[config.mk]
export PLATFORM = sky130hd
export DESIGN_NAME = led_ctrl_port
export DESIGN_NICKNAME = d
export VERILOG_FILES = /design/src/rtl/led_ctrl_pkg.sv /design/src/rtl/led_ctrl_sync.sv /design/src/rtl/led_ctrl_rx.sv /design/src/rtl/led_ctrl_regs.sv /design/src/rtl/led_ctrl_pwm.sv /design/src/rtl/led_ctrl_port.sv
export SDC_FILE = /design/constraint.sdc
export NUM_CORES = 1
export LEC_CHECK = 0
export BUFFER_PORTS_ARGS = -buffer_cell sky130_fd_sc_hd__buf_2
export CAP_MARGIN = 5
export CORE_UTILIZATION = 55
export CTS_CLUSTER_DIAMETER = 200
export DETAILED_ROUTE_END_ITERATION = 10
export PLACE_DENSITY = 0.73
export SYNTH_ARGS = -nofsm -noshare
export SYNTH_HDL_FRONTEND = slang
export SYNTH_SLANG_ARGS = --single-unit
[constraint.sdc]
create_clock -name clk_i -period 4 [get_ports clk_i]
set_input_delay 0 -clock clk_i [delete_from_list [all_inputs] [get_ports clk_i]]
set_output_delay 0 -clock clk_i [all_outputs]
set_load 0.005 [all_outputs]
[src/rtl/led_ctrl_pkg.sv]
package led_ctrl_pkg;
  localparam int WORD_W   = 8;
  localparam int BRIGHT_W = 4;
  localparam int PEAK_W   = 2;
  localparam int SEL_BIT  = WORD_W - 1;

  typedef struct packed {
    logic                normal;
    logic [PEAK_W-1:0]   peak;
    logic [BRIGHT_W-1:0] bright;
  } cw0_t;

  typedef struct packed {
    logic prescale;
    logic simul;
  } cw1_t;

  localparam cw0_t CW0_RST = '{normal: 1'b0, peak: '0, bright: '0};
  localparam cw1_t CW1_RST = '{prescale: 1'b0, simul: 1'b0};
endpackage

[src/rtl/led_ctrl_sync.sv]
module led_ctrl_sync #(
  parameter int          WIDTH   = 4,
  parameter int          STAGES  = 2,
  parameter logic [WIDTH-1:0] RST_VAL = '0
) (
  input  logic             clk_i,
  input  logic             rst_ni,
  input  logic [WIDTH-1:0] d_i,
  output logic [WIDTH-1:0] q_o
);
  logic [WIDTH-1:0] stg_q [STAGES];

  for (genvar g = 0; g < STAGES; g++) begin : g_stage
    always_ff @(posedge clk_i or negedge rst_ni) begin
      if (!rst_ni)     stg_q[g] <= RST_VAL;
      else if (g == 0) stg_q[g] <= d_i;
      else             stg_q[g] <= stg_q[(g > 0) ? g-1 : 0];
    end
  end

  assign q_o = stg_q[STAGES-1];
endmodule

[src/rtl/led_ctrl_rx.sv]
module led_ctrl_rx
  import led_ctrl_pkg::*;
#(
  parameter int SYNC_STAGES = 2
) (
  input  logic              clk_i,
  input  logic              rst_ni,
  input  logic              rs_i,
  input  logic              ce_ni,
  input  logic              sclk_i,
  input  logic              din_i,
  output logic              commit_o,
  output logic [WORD_W-1:0] word_o
);
  localparam int CNT_W = $clog2(WORD_W + 2);
  localparam logic [CNT_W-1:0] CNT_FULL = CNT_W'(WORD_W);
  localparam logic [CNT_W-1:0] CNT_SAT  = CNT_W'(WORD_W + 1);

  // bit order: rs, ce_n, sclk, din; ce_n idles high
  logic [3:0] raw, syn;
  assign raw = {rs_i, ce_ni, sclk_i, din_i};

  led_ctrl_sync #(
    .WIDTH  (4),
    .STAGES (SYNC_STAGES),
    .RST_VAL(4'b0100)
  ) i_sync (
    .clk_i (clk_i),
    .rst_ni(rst_ni),
    .d_i   (raw),
    .q_o   (syn)
  );

  logic rs_s, ce_n_s, sclk_s, din_s;
  assign {rs_s, ce_n_s, sclk_s, din_s} = syn;

  logic              ce_n_q, sclk_q;
  logic              sel_q, armed_q;
  logic [CNT_W-1:0]  cnt_q;
  logic [WORD_W-1:0] sr_q;

  logic ce_fall, ce_rise, sclk_rise;
  assign ce_fall   =  ce_n_q & ~ce_n_s;
  assign ce_rise   = ~ce_n_q &  ce_n_s;
  assign sclk_rise = ~sclk_q &  sclk_s;

  // commit only in the CE-high / CLK-low window
  assign commit_o = armed_q & ce_n_s & ~sclk_s;
  assign word_o   = sr_q;

  always_ff @(posedge clk_i or negedge rst_ni) begin
    if (!rst_ni) begin
      ce_n_q  <= 1'b1;
      sclk_q  <= 1'b0;
      sel_q   <= 1'b0;
      armed_q <= 1'b0;
      cnt_q   <= '0;
      sr_q    <= '0;
    end else begin
      ce_n_q <= ce_n_s;
      sclk_q <= sclk_s;
      if (ce_fall) begin
        cnt_q   <= '0;
        sel_q   <= rs_s;
        armed_q <= 1'b0;
      end else if (!ce_n_s && sclk_rise) begin
        sr_q  <= {sr_q[WORD_W-2:0], din_s};
        cnt_q <= (cnt_q == CNT_SAT) ? cnt_q : cnt_q + 1'b1;
      end
      if (ce_rise)       armed_q <= sel_q && (cnt_q == CNT_FULL);
      else if (commit_o) armed_q <= 1'b0;
    end
  end
endmodule

[src/rtl/led_ctrl_regs.sv]
module led_ctrl_regs
  import led_ctrl_pkg::*;
(
  input  logic              clk_i,
  input  logic              rst_ni,
  input  logic              commit_i,
  input  logic [WORD_W-1:0] word_i,
  output cw0_t              cw0_o,
  output cw1_t              cw1_o
);
  always_ff @(posedge clk_i or negedge rst_ni) begin
    if (!rst_ni) begin
      cw0_o <= CW0_RST;
      cw1_o <= CW1_RST;
    end else if (commit_i) begin
      if (word_i[SEL_BIT]) cw1_o <= cw1_t'(word_i[$bits(cw1_t)-1:0]);
      else                 cw0_o <= cw0_t'(word_i[$bits(cw0_t)-1:0]);
    end
  end
endmodule

[src/rtl/led_ctrl_pwm.sv]
module led_ctrl_pwm #(
  parameter int TICK_DIV = 4,
  parameter int PHASE_W  = 4
) (
  input  logic               clk_i,
  input  logic               rst_ni,
  input  logic               sleep_i,
  output logic [PHASE_W-1:0] phase_o
);
  localparam int DIV_W = (TICK_DIV > 1) ? $clog2(TICK_DIV) : 1;
  localparam logic [DIV_W-1:0] DIV_LAST = DIV_W'(TICK_DIV - 1);

  logic [DIV_W-1:0] div_q;
  logic             tick;
  assign tick = (div_q == DIV_LAST);

  // tick source frozen while asleep
  always_ff @(posedge clk_i or negedge rst_ni) begin
    if (!rst_ni) begin
      div_q   <= '0;
      phase_o <= '0;
    end else if (!sleep_i) begin
      if (tick) begin
        div_q   <= '0;
        phase_o <= phase_o + 1'b1;
      end else begin
        div_q <= div_q + 1'b1;
      end
    end
  end
endmodule

[src/rtl/led_ctrl_port.sv]
module led_ctrl_port
  import led_ctrl_pkg::*;
#(
  parameter int SYNC_STAGES = 2,
  parameter int TICK_DIV    = 4
) (
  input  logic              clk_i,
  input  logic              rst_ni,
  input  logic              rs_i,
  input  logic              ce_ni,
  input  logic              sclk_i,
  input  logic              din_i,
  output logic              led_en_o,
  output logic [PEAK_W-1:0] peak_cur_o,
  output logic              sleep_o,
  output logic              dout_simul_o,
  output logic              prescale_o
);
  logic                commit;
  logic [WORD_W-1:0]   rx_word;
  cw0_t                cw0_q;
  cw1_t                cw1_q;
  logic [BRIGHT_W-1:0] pwm_phase;

  led_ctrl_rx #(.SYNC_STAGES(SYNC_STAGES)) i_rx (
    .clk_i   (clk_i),
    .rst_ni  (rst_ni),
    .rs_i    (rs_i),
    .ce_ni   (ce_ni),
    .sclk_i  (sclk_i),
    .din_i   (din_i),
    .commit_o(commit),
    .word_o  (rx_word)
  );

  led_ctrl_regs i_regs (
    .clk_i   (clk_i),
    .rst_ni  (rst_ni),
    .commit_i(commit),
    .word_i  (rx_word),
    .cw0_o   (cw0_q),
    .cw1_o   (cw1_q)
  );

  led_ctrl_pwm #(.TICK_DIV(TICK_DIV), .PHASE_W(BRIGHT_W)) i_pwm (
    .clk_i  (clk_i),
    .rst_ni (rst_ni),
    .sleep_i(sleep_o),
    .phase_o(pwm_phase)
  );

  assign sleep_o      = ~cw0_q.normal;
  assign led_en_o     = cw0_q.normal && (pwm_phase < cw0_q.bright);
  assign peak_cur_o   = cw0_q.peak;
  assign dout_simul_o = cw1_q.simul;
  assign prescale_o   = cw1_q.prescale;
endmodule

== Yosys cells after proc, flatten, opt, wreduce, memory -nomap -nowiden ==
Index checks and enable logic that the tools add are counted.
Word-level totals
  register bits: 39
  output and inout port bits: 6
  logic and storage cells: 53
Cells by class
  add/sub/neg operators: 3
  $lt $le $gt $ge: 1
  equal/unequal tests: 4
  mux-type cells: 7
  bitwise gates (word level): 12
  reductions and logical operators: 11
Operators with widths (count)
  4-bit two-way mux: 3
  2-bit AND reduction: 5
  4-bit by 1-bit adder with 4-bit output, second input constant: 2
  4-bit equality test, second input constant: 2
  1-bit inverter: 7
  1-bit AND: 5
  4-bit < comparator: 1
  1-bit logical AND: 3
  1-bit two-way mux: 3
  3-bit nonzero test: 1
  2-bit by 1-bit adder with 2-bit output, second input constant: 1
  2-bit equality test, second input constant: 1
  2-bit two-way mux: 1
  2-bit by 1-bit != test with 1-bit output, second input constant: 1
  2-bit nonzero test: 1
  1-bit zero test: 1

== Longest topological paths before layout ==
Gate-level depths: netlist of the first run.
  word-level depth: 5
  depth in mapped cells: 5
  gate-level depth less buffers: 5

== By module ==
From an unflattened synthesis of the first run, not the netlist that was laid out.
Unflattened totals
  cells, all modules: 122
  area total of the unflattened synthesis: 1705.4 um2
By module, submodules not included
  led_ctrl_rx: times used 1, cells an instance 58, area each 732.0 um2, seq. area each 401.6 um2
  led_ctrl_regs: times used 1, cells an instance 21, area each 381.6 um2, seq. area each 225.2 um2
  led_ctrl_pwm: times used 1, cells an instance 18, area each 265.3 um2, seq. area each 150.1 um2
  led_ctrl_sync: times used 1, cells an instance 12, area each 232.7 um2, seq. area each 202.7 um2
  led_ctrl_port: times used 1, cells an instance 13, area each 93.8 um2, seq. area each 0.0 um2

== Worst setup path after synthesis of the first run ==
No wires, ideal clock.
  kind: register -> register
  start point: register i_rx.i_sync.stg_q (netlist bit i_rx.i_sync.q_o[2])
  end point: register i_rx.sr_q[0], in the netlist i_rx.word_o[0]
  library setup time: 125 ps
  arrival time: 1524 ps
  required time: 3875 ps
  slack: 2351 ps
  cell stages (with the launch flop): 6
  cell sequence: dfstp_2 inv_1 ha_1 clkbuf_1 nor2_4 mux2_2
On the way
  cells in the longest elaborated chain, start to end: 4
  elaborated cells on any way between the ends: 6
  those cells by class: bitwise: 3; reduce/logical: 3
Ends and longest elaborated chain
  start: declaration: RTL line led_ctrl_sync.sv:11  | logic [WIDTH-1:0] stg_q [STAGES];
  start signal: indexed assignment: RTL line led_ctrl_sync.sv:16  | else if (g == 0) stg_q[g] <= d_i;
  start signal: indexed assignment: RTL line led_ctrl_sync.sv:17  | else stg_q[g] <= stg_q[(g > 0) ? g-1 : 0];
  1-bit inverter: RTL line led_ctrl_rx.sv:43  | assign ce_fall = ce_n_q & ~ce_n_s;
  1-bit AND: RTL line led_ctrl_rx.sv:43
  net i_rx.ce_fall: RTL line led_ctrl_rx.sv:42  | logic ce_fall, ce_rise, sclk_rise;
  1-bit inverter (no line)
  2-bit AND reduction (no line)
  end signal: assignment: RTL line led_ctrl_rx.sv:67  | sr_q <= {sr_q[WORD_W-2:0], din_s};
  end: declaration: RTL line led_ctrl_rx.sv:40  | logic [WORD_W-1:0] sr_q;
The timed path passes the listed nets, and every way through them passes these cells.
A chain may end at the register's enable or synchronous reset.

== Worst setup path after layout of the first run ==
  start point: register i_rx.i_sync.stg_q (netlist bit i_rx.i_sync.q_o[2])
  end point: register i_rx.sr_q[7], in the netlist i_rx.word_o[7]
Same word-level chain as after synthesis.

==> results of run 1 <==
worst register-to-register path: cells and delay by family, from the launching register on:
family	cells	cell delay [ns]
adder cells (fa/ha/maj)	1	0.32
buffers and inverters	1	0.08
flip-flops	1	0.60
multiplexers	1	0.36
AND/OR/NAND/NOR	1	0.27
how the worst max path moves through the flow:
stage                           to  slack [ns]
floorplan           i_rx.word_o[0]        2.35
global placement    i_rx.word_o[5]        2.36
detailed placement  i_rx.word_o[2]        2.28
CTS                 i_rx.word_o[7]        2.25
global route        i_rx.word_o[7]        2.16
finish              i_rx.word_o[7]        2.26
Yosys cell counts:
library cell,instances,area [µm²]
or3_1,1,6.260
nor2_1,5,18.77
mux2i_1,2,20.02
nand2_1,5,18.77
ha_1,10,125.1
nand4_1,1,6.260
a31oi_1,1,6.260
nand4b_1,1,8.760
nor2_4,1,11.26
o21ai_0,6,30.03
inv_1,8,30.03
dfstp_2,3,78.83
nand2b_1,3,18.77
xor2_1,1,8.760
nand3_1,3,15.01
buf_2,1,5.000
dfrtp_1,36,900.9
mux2_2,18,202.7
buf_4,2,15.01
a21oi_1,4,20.02
a211o_1,1,8.760
nor2b_1,2,12.51
nor4bb_1,2,20.02
or3b_4,1,11.26
xnor2_1,2,17.52
clkbuf_1,1,3.750
a21o_1,1,7.510
routing by layer:
layer | track usage (%) | vias to the layer above | part of all wire (%) | wire length [µm]
met3 | 6.221 | 4 | 3.8 | 88
met1 | 20.32 | 444 | 45 | 1041
met4 | 6.272 | 0 | 1.2 | 28
met5 | 0 | - | 0 | 0
li1 | - | 456 | - | -
met2 | 29.59 | 17 | 50 | 1146
power groups by stage:
stage                     clock network (mW)  registers (mW)  logic [mW]
final                                  0.188           0.516       0.140
after global routing                   0.210           0.526       0.161
after CTS                              0.196           0.518       0.144
after detailed placement                   0           0.525       0.141
after global placement                     0           0.520       0.132
after floorplan                            0           0.508       0.112
state kept, by name, summed over array words and instances, names as in the netlist, 2 cells and up:
signal / flops
i_pwm.div_q: 2
i_pwm.phase_o: 4
i_regs.cw0_o: 7
i_regs.cw1_o: 2
i_rx.cnt_q: 4
i_rx.i_sync.q_o: 4
i_rx.i_sync.stg_q: 4
i_rx.word_o: 8
cell type report:
class,instances,area (µm²),area share (%)
clock buffers,6,41.29,2.282
clock inverters,2,12.51,0.6916
inverters,8,30.03,1.660
multi-input cells,71,594.3,32.85
flip-flops and latches,39,979.7,54.15
well taps,31,38.79,2.144
repair buffers,17,112.6,6.224
cell families (layout without fill, tap and decap cells):
group           count (synthesis)  in the layout
compound gates                 13             13
xor+xnor                        3              3
fa+ha+maj                      10             10
simple gates                   25             25
flops                          39             39
mux                            20             20
buf+inv                        12             33
through the flow:
| step | hold WS (ns) | utilization, % | area, µm² | power, mW |
|---|---|---|---|---|
| 2_1_floorplan | -0.2956 | - | 1628 | 0.6198 |
| 6_report | 0.2727 | 65.05 | 1809 | 0.8430 |
| 3_3_place_gp | 0.1049 | 61.31 | 1705 | 0.6520 |
| 4_1_cts | 0.2746 | 65.05 | 1809 | 0.8581 |
| 3_5_place_dp | 0.1062 | 61.31 | 1705 | 0.6656 |
| 5_1_grt | 0.2682 | 65.05 | 1809 | 0.8966 |
==> flow_summary.json, run 1 <==
{
  "drt_iter0_drc": 10,
  "syn_area_mm2": 0.001628,
  "dp_hpwl_um": 1660,
  "cts-resized-gates": 0,
  "rows": 19,
  "grtUsageTotal_pct": 17.39,
  "fin_crit_sh_pct": 43.38,
  "switching_power_uw": 226.3,
  "synth_cell_type_count": 27,
  "swShare_pct": 26.84,
  "hold_path_class": "in -> async",
  "synth_nets": 138,
  "dieArea_mm2": 0.003181,
  "critPathMaxStageDelay_ns": 0.60,
  "cp_max_fo": 8,
  "path_delay_family": "flip-flops",
  "synthXorXnorAreaFrac_pct": 1.614,
  "final_common_cell": "dfrtp_1",
  "layout_min_cycle_time_ns": 1.735,
  "ys_ff_latch": 39,
  "gp_congestion": 0.7939,
  "ant_nets": 0,
  "drive_gt1_share_pct": 29.37,
  "rsz0062_at_grt": "false",
  "slew_viol_final": 0,
  "setup_tns_ns": 0,
  "num_vias": 921,
  "avgSynthCellArea_um2": 13.34,
  "path_class": "reg -> reg",
  "drt-total-wl_um": 2304,
  "cp_slowest_cell": "dfstp_2",
  "cp.depth": 4,
  "clock_latency_ns": 0.34,
  "rrSetupSlack_ns": 2.26,
  "synth_top_family_by_area": "multiplexers",
  "crit_start": "i_rx.i_sync.q_o[2]",
  "p_seq_share_pct": 61.2,
  "fp.dieH_um": 56.40,
  "worstMarginPinSlew_ns": 0.7958,
  "max_freq_ghz": 0.5763,
  "synth-compound-area-share_pct": 4.458,
  "clock_sinks": 39,
  "viasPerCell": 5.293,
  "status": "finished, final reports clean",
  "setup_viol_count_final": 0,
  "final_cell_mix": "dfrtp_1 (36), mux2_2 (18), buf_2 (11)",
  "synth_adder_area_share_pct": 7.686,
  "io_buffer_count": 11,
  "cts.clk_slew.worst_paths_ns": 0.11,
  "finalWorstSetupSlack_ns": 2.265,
  "dp.cells": 161,
  "post-route-drc-count": 0,
  "cts_tree": "yes",
  "r2r_start": "i_rx.i_sync.q_o[2]",
  "wire_per_inst_um": 13.24,
  "first_global_vias": 960,
  "place_ws_ns": 2.278,
  "yosys-mux-area-fraction_pct": 13.68,
  "fin_nets": 158,
  "core_mm2": 0.002781,
  "rr_worst_depth": 4,
  "skew_ns": 0.008995,
  "htreeDepth": 2,
  "powerDensity_mw_per_mm2": 465.9,
  "antenna_found_initial": 0,
  "die_w_um": 56.40,
  "yosys.area_share.simple_pct": 9.070,
  "num_io_pins": 12,
  "startpoint_type": "flop",
  "initial_core_util_pct": 58.52,
  "drt_first_pass_iters": 4,
  "reg2reg_to": "i_rx.word_o[7]",
  "ys_seq_area_share_pct": 60.18,
  "combPwrFrac_pct": 16.6,
  "p_int_uw": 616.7,
  "irDropWorstVdd_v": 0.0003650,
  "path_cells": "inv_1 > ha_1 > nor2_4 > mux2_2",
  "fin_cells": 174,
  "antennaDiodeCount": 0,
  "cp.arrival_ns": 1.96,
  "grt_max_degree": 40,
  "end_kind": "flop",
  "slew_headroom_pct": 46.95,
  "cts_max_path_buffers": 2,
  "p_leak_nw": 0.8757,
  "hold_viol": 0,
  "cts_hold_buf": 5,
  "grt_overflow": 0,
  "clkPwrFrac_pct": 22.3,
  "cts-root-buf": "clkbuf_4",
  "num-fill-cells": 212,
  "grt_pass1_wl_um": 4057,
  "cp_data_required_time_ns": 4.23,
  "syn_inst": 122,
  "ys_warn_count": 0,
  "cts-buffers-inserted": 5,
  "post_cts_buffers": 0,
  "crit_buf_inv": 1,
  "area_growth_pct": 11.15,
  "drv_cap": 0
}
Power figures use the tool's default switching activity.
==> run 2, diff against run 1 <==
Settings changed: ABC_AREA set to 1.
Clock period 4 ns to 1.6 ns, I/O delays scaled along.
==> run 2 against run 1 <==
- the flow now finishes with violations (DRC)
- power grew to 2.8 times the previous value
- highest routed layer unchanged
- synthesized cell count increased by 35%
- design area grew 6.6%
- combinational power grew to 3.6 times the previous value
- routed wire length grew 20%
- clock skew increased by 0.0010 ns
- sequential share of layout area is 3.3 points lower
==> flow_summary.json, run 2 <==
{
  "initial_core_util_pct": 59.89,
  "worstMarginPinSlew_ns": 0.4697,
  "largest_reg_flops": 8,
  "grt_use_met2_pct": 28.57,
  "p_total_mw": 2.370,
  "hold_viol": 0,
  "synth_edf_count": 0,
  "reg2reg_to": "i_rx.word_o[3]",
  "num_vias": 1143,
  "rsz0062_at_grt": "true",
  "antennaDiodeCount": 0,
  "grt_pass1_wl_um": 4485,
  "fin_nets": 204,
  "grt_max_degree": 21,
  "end_kind": "flop",
  "ys_warn_count": 0,
  "die_w_um": 57.50,
  "dieArea_mm2": 0.003306,
  "final_common_cell": "nand2_1",
  "irDropWorstVdd_v": 0.0007840,
  "skew_ns": 0.01003,
  "regArea_um2": 979.7,
  "p_seq_share_pct": 54.9,
  "synth_nets": 181,
  "yosys.area.top_type": "dfrtp_1",
  "async_reset_ff_share_pct": 100.0,
  "cts_tree": "yes",
  "cp_slowest_cell": "dfstp_2",
  "whs_ns": 0.1456,
  "switching_power_uw": 732.4,
  "p_leak_nw": 0.9689,
  "viasPerCell": 5.195,
  "slew_headroom_pct": 68.69,
  "violations": "DRC",
  "multiInputGateArea_um2": 608.1,
  "layout_min_cycle_time_ns": 1.451,
  "htreeDepth": 2,
  "synth_cell_type_count": 21,
  "ys_ff_latch": 39,
  "ys.flop_type": "dfrtp_1",
  "path_class": "reg -> reg",
  "drt_iter0_drc": 24,
  "num_io_pins": 12,
  "use_met3_pct": 4.762,
  "cp_max_fo": 8,
  "num-fill-cells": 219,
  "critPathMaxStageDelay_ns": 0.54,
  "cts_max_path_buffers": 2,
  "drv_cap": 0,
  "status": "finished with violations",
  "area_growth_pct": 13.81,
  "drt-total-wl_um": 2759,
  "startpoint_type": "flop",
  "hold_path_class": "in -> async",
  "gr-max-usage-layer": "met2",
  "syn_inst": 165,
  "io_buffer_count": 11,
  "placed_area_mm2": 0.001785,
  "clock_latency_ns": 0.33,
  "synth_top_area_share_pct": 53.18,
  "cts-buffers-inserted": 5,
  "syn_area_mm2": 0.001694,
  "rows": 19,
  "cp.arrival_ns": 1.70,
  "rrSetupSlack_ns": 0.15,
  "crit_buf_inv": 2,
  "dp_hpwl_um": 1871,
  "cts-root-buf": "clkbuf_4",
  "ant_nets": 0,
  "path_cells": "inv_1 > ha_2 > inv_4 > nand4_2 > o21ai_0",
  "use_met1_pct": 24.50,
  "ys_seq_area_share_pct": 57.83,
  "r2r_start": "i_rx.i_sync.q_o[2]",
  "slew_viol_final": 0,
  "p_int_mw": 1.638,
  "powerDensity_mw_per_mm2": 1229,
  "combPwrFrac_pct": 21.3,
  "wire_per_inst_um": 12.54,
  "clock_sinks": 39,
  "post-route-drc-count": 1,
  "yosys-top-cells-area": "dfrtp_1 (53%), nand2_1 (8.9%), ha_1 (7.4%)",
  "fin_crit_sh_pct": 90.66,
  "rr_worst_depth": 5,
  "avgSynthCellArea_um2": 10.27,
  "fp.dieH_um": 57.50,
  "drive_gt1_share_pct": 21.69,
  "synth.most_common_cell": "nand2_1",
  "grtUsageTotal_pct": 18.13,
  "cts.clk_slew.worst_paths_ns": 0.11,
  "grt_overflow": 0,
  "first_global_vias": 1049,
  "cp_data_required_time_ns": 1.85,
  "synth_common_cells": "nand2_1 (40), dfrtp_1 (36), inv_1 (22)",
  "swShare_pct": 30.90,
  "clkPwrFrac_pct": 23.8,
  "gp_congestion": 0.7689,
  "core_mm2": 0.002829,
  "finalCoreUtilization_pct": 68.16,
  "drt_first_pass_iters": 7,
  "antenna_found_initial": 0,
  "setup_viol_count_final": 0,
  "max_freq_ghz": 0.6894,
  "path_delay_family": "flip-flops",
  "stdcell_area_mm2": 0.001928,
  "final_cell_mix": "nand2_1 (39), dfrtp_1 (36), inv_1 (21)"
}
run 2: changes by cell type after synthesis, sizes merged, moves of 2 or more:
cell	before	now
nand2	5	40
nor2b	2	0
nand4	1	4
nand2b	3	0
mux2	18	1
nand3	3	8
inv	8	23
mux2i	2	0
o21ai	6	19
nor4bb	2	0
run 2: area by class of cell:
class	instances	area share, %
Multi-Input combinational cell	100	31.54
Timing Repair Buffer	19	7.268
Inverter	23	4.607
Clock inverter	1	0.3894
Clock buffer	7	3.374
Sequential cell	39	50.81
Tap cell	31	2.012
run 2: worst max path at each step:
stage | from | endpoint | slack [ns] | cells after the start
floorplan | i_rx.i_sync.q_o[2] | i_rx.word_o[5] | 0.05 | 7
global placement | i_rx.i_sync.q_o[2] | i_rx.cnt_q[3] | 0.12 | 6
detailed placement | i_rx.i_sync.q_o[2] | i_rx.cnt_q[3] | 0.06 | 6
CTS | i_rx.i_sync.q_o[2] | i_rx.cnt_q[3] | 0.04 | 6
global route | i_pwm.phase_o[1] | led_en_o | -0.007 | 7
finish | i_rx.i_sync.q_o[2] | i_rx.word_o[3] | 0.15 | 5
run 2: power by group through the flow:
stage	sequential [mW]	combinational (mW)	clock (mW)
after floorplan	1.29	0.381	0
after global placement	1.31	0.466	0
after detailed placement	1.32	0.491	0
after CTS	1.30	0.505	0.584
after global routing	1.33	0.586	0.620
final	1.30	0.505	0.565
run 2: worst reg2reg max path: cells and delay by family, from the launching register on:
family	cells	cell delay (ns)
buf+inv	2	0.19
fa+ha+maj	1	0.24
compound gates	1	0.21
simple gates	1	0.18
flops	1	0.54
run 2: layer usage:
| metal | wire length, µm | share of wire (%) | vias up |
|---|---|---|---|
| met1 | 1301 | 47 | 545 |
| met4 | 17 | 0.62 | 0 |
| met2 | 1342 | 49 | 24 |
| li1 | - | - | 572 |
| met5 | 0 | 0 | - |
| met3 | 99 | 3.6 | 2 |
run 2: cell families (layout without fill, tap and decap cells):
logic type               Yosys count  count (layout)  share of synthesized area, %
buffers and inverters             27              50                         7.311
AO/OA/AOI/OAI                     23              23                         8.346
AND/OR/NAND/NOR                   61              62                         16.40
multiplexers                       1               1                        0.6646
flip-flops                        39              39                         57.83
adder cells (fa/ha/maj)           10              10                         7.386
XOR/XNOR                           4               4                         2.068
run 2: stage by stage:
step           cells  setup TNS [ns]  setup WS [ns]
6_report         220               0         0.1495
5_1_grt          220       -0.007381      -0.007381
4_1_cts          219               0        0.03938
3_5_place_dp     206               0        0.06307
3_3_place_gp     206               0         0.1175
2_1_floorplan    165               0        0.05118
run 2: timing repair:
item	CTS	global route
endpoints found under the hold margin	43	0
resized for setup	0	5
endpoints found under the setup margin	0	13
setup buffers	0	0
hold buffers	5	0
==> run 3, diff against run 2 <==
Settings changed: CORE_ASPECT_RATIO set to 1.25.
==> run 3 against run 2 <==
- the flow now finishes without violations
- routed wire length is 4.2% lower
- non-clock buffer count grew 1
- global-route usage up 2.3 points
- maximum frequency grew 0.41%
- flip-flop and latch count stayed put
- largest power group unchanged
- design area decreased by 0.65%
==> flow_summary.json, run 3 (synthesis gave the netlist of run 2 again) <==
{
  "post-route-drc-count": 0,
  "rrSetupSlack_ns": 0.18,
  "fin_nets": 204,
  "drv_cap": 0,
  "whs_ns": 0.1401,
  "cp.arrival_ns": 1.44,
  "fin_crit_sh_pct": 90.29,
  "slew_viol_final": 0,
  "wl_met2_um": 1271,
  "combPwrFrac_pct": 22.3,
  "ant_nets": 0,
  "path_class": "reg -> out",
  "clock_sinks": 39,
  "fin_cells": 225,
  "rr_worst_depth": 6,
  "io_buffer_count": 11,
  "gp_congestion": 0.7806,
  "p_seq_share_pct": 56.2,
  "grtUsageTotal_pct": 20.41,
  "switching_power_uw": 763.9,
  "hold_path_class": "in -> async",
  "startpoint_type": "flop",
  "cts.clk_slew.worst_paths_ns": 0.12,
  "viasPerCell": 4.884,
  "htreeDepth": 2,
  "met1_length_um": 1210,
  "path_cells": "ha_1 > nand2_1 > nand2_1 > nand2_1 > nand2_1 > nor2_1 > buf_2",
  "rows": 22,
  "grt_overflow": 0,
  "wire_per_inst_um": 11.75,
  "status": "finished, final reports clean",
  "cp_max_fo": 4,
  "irDropWorstVdd_v": 0.0008342,
  "dp_hpwl_um": 1899,
  "clock_latency_ns": 0.35,
  "clkPwrFrac_pct": 21.5,
  "fp.dieH_um": 64.05,
  "p_total_mw": 2.317,
  "drt-total-wl_um": 2643,
  "dp.cells": 212,
  "swShare_pct": 32.98,
  "p_leak_nw": 0.9536,
  "grt_pass1_wl_um": 4712,
  "grt_max_degree": 26,
  "skew_ns": 0.005949,
  "met3WireLength_um": 91,
  "cts_max_path_buffers": 2,
  "antenna_found_initial": 0,
  "die_w_um": 51.64,
  "num-fill-cells": 243,
  "dieArea_mm2": 0.003308,
  "drt_first_pass_iters": 4,
  "antennaDiodeCount": 0,
  "rsz0062_at_grt": "false",
  "cts-root-buf": "clkbuf_4",
  "cts_tree": "yes",
  "setup_tns_ns": 0,
  "num_vias": 1099,
  "end_kind": "primary output",
  "largest_reg_flops": 8,
  "routed.top_layer": "met4",
  "drt_iter0_drc": 24,
  "setup_viol_count_final": 0,
  "final_common_cell": "nand2_1",
  "reg2reg_to": "i_rx.word_o[6]",
  "max_freq_ghz": 0.6922,
  "path_delay_family": "flip-flops",
  "cts-buffers-inserted": 5,
  "num_io_pins": 12,
  "layout_min_cycle_time_ns": 1.445,
  "initial_core_util_pct": 57.52,
  "drive_gt1_share_pct": 22.75,
  "r2r_start": "i_rx.i_sync.q_o[2]",
  "cpMostUsedCell": "nand2_1",
  "crit_buf_inv": 1,
  "core_mm2": 0.002945,
  "cp_slowest_cell": "dfrtp_1",
  "post_cts_buffers": 0,
  "cp_data_required_time_ns": 1.60,
  "final_cell_mix": "nand2_1 (39), dfrtp_1 (36), inv_1 (21)",
  "area_growth_pct": 13.07,
  "first_global_vias": 1118,
  "worstMarginPinSlew_ns": 0.5189,
  "hold_viol": 0,
  "powerDensity_mw_per_mm2": 1209,
  "critPathMaxStageDelay_ns": 0.43,
  "p_int_mw": 1.553,
  "slew_headroom_pct": 65.40
}
run 3: cell type report:
class | instances | area (µm²) | area share (%)
Clock inverter | 3 | 20.02 | 1.045
Sequential cell | 39 | 979.7 | 51.14
Tap cell | 36 | 45.04 | 2.351
Inverter | 23 | 86.33 | 4.507
Timing Repair Buffer | 20 | 135.1 | 7.054
Clock buffer | 5 | 37.54 | 1.960
Multi-Input combinational cell | 99 | 611.8 | 31.94
run 3: worst max-delay path by stage:
stage / start / depth (start not counted) / endpoint
finish: i_pwm.phase_o[1] / 7 / led_en_o
global route: i_regs.cw0_o[1] / 8 / led_en_o
CTS: i_rx.i_sync.q_o[2] / 5 / i_rx.word_o[6]
detailed placement: i_rx.i_sync.q_o[2] / 6 / i_rx.cnt_q[3]
global placement: i_rx.i_sync.q_o[2] / 6 / i_rx.cnt_q[3]
floorplan: i_rx.i_sync.q_o[2] / 7 / i_rx.word_o[5]
run 3: layer usage:
| layer | vias up | global-route usage [%] |
|---|---|---|
| li1 | 565 | - |
| met1 | 511 | 24.27 |
| met2 | 18 | 30.84 |
| met3 | 5 | 6.905 |
| met4 | 0 | 13.51 |
| met5 | - | 0 |
run 3: repair_timing:
item                                   CTS  global route
endpoints found under the hold margin   27             0
hold buffers                             5             0
setup endpoints to repair                0            13
gates resized for setup                  0             5
run 3: power groups by stage:
stage / combinational (mW) / clock [mW] / sequential (mW)
2_1_floorplan: 0.381 / 0 / 1.29
3_3_place_gp: 0.463 / 0 / 1.31
3_5_place_dp: 0.493 / 0 / 1.32
4_1_cts: 0.508 / 0.522 / 1.30
5_1_grt: 0.606 / 0.553 / 1.33
6_report: 0.517 / 0.499 / 1.30
run 3: stage by stage:
stage,area (µm²),util (%),setup WS (ns)
2_1_floorplan,1694,-,0.05118
3_3_place_gp,1787,60.66,0.1189
3_5_place_dp,1787,60.66,0.08249
4_1_cts,1894,64.32,0.04749
5_1_grt,1916,65.04,0.0007386
6_report,1916,65.04,0.1553
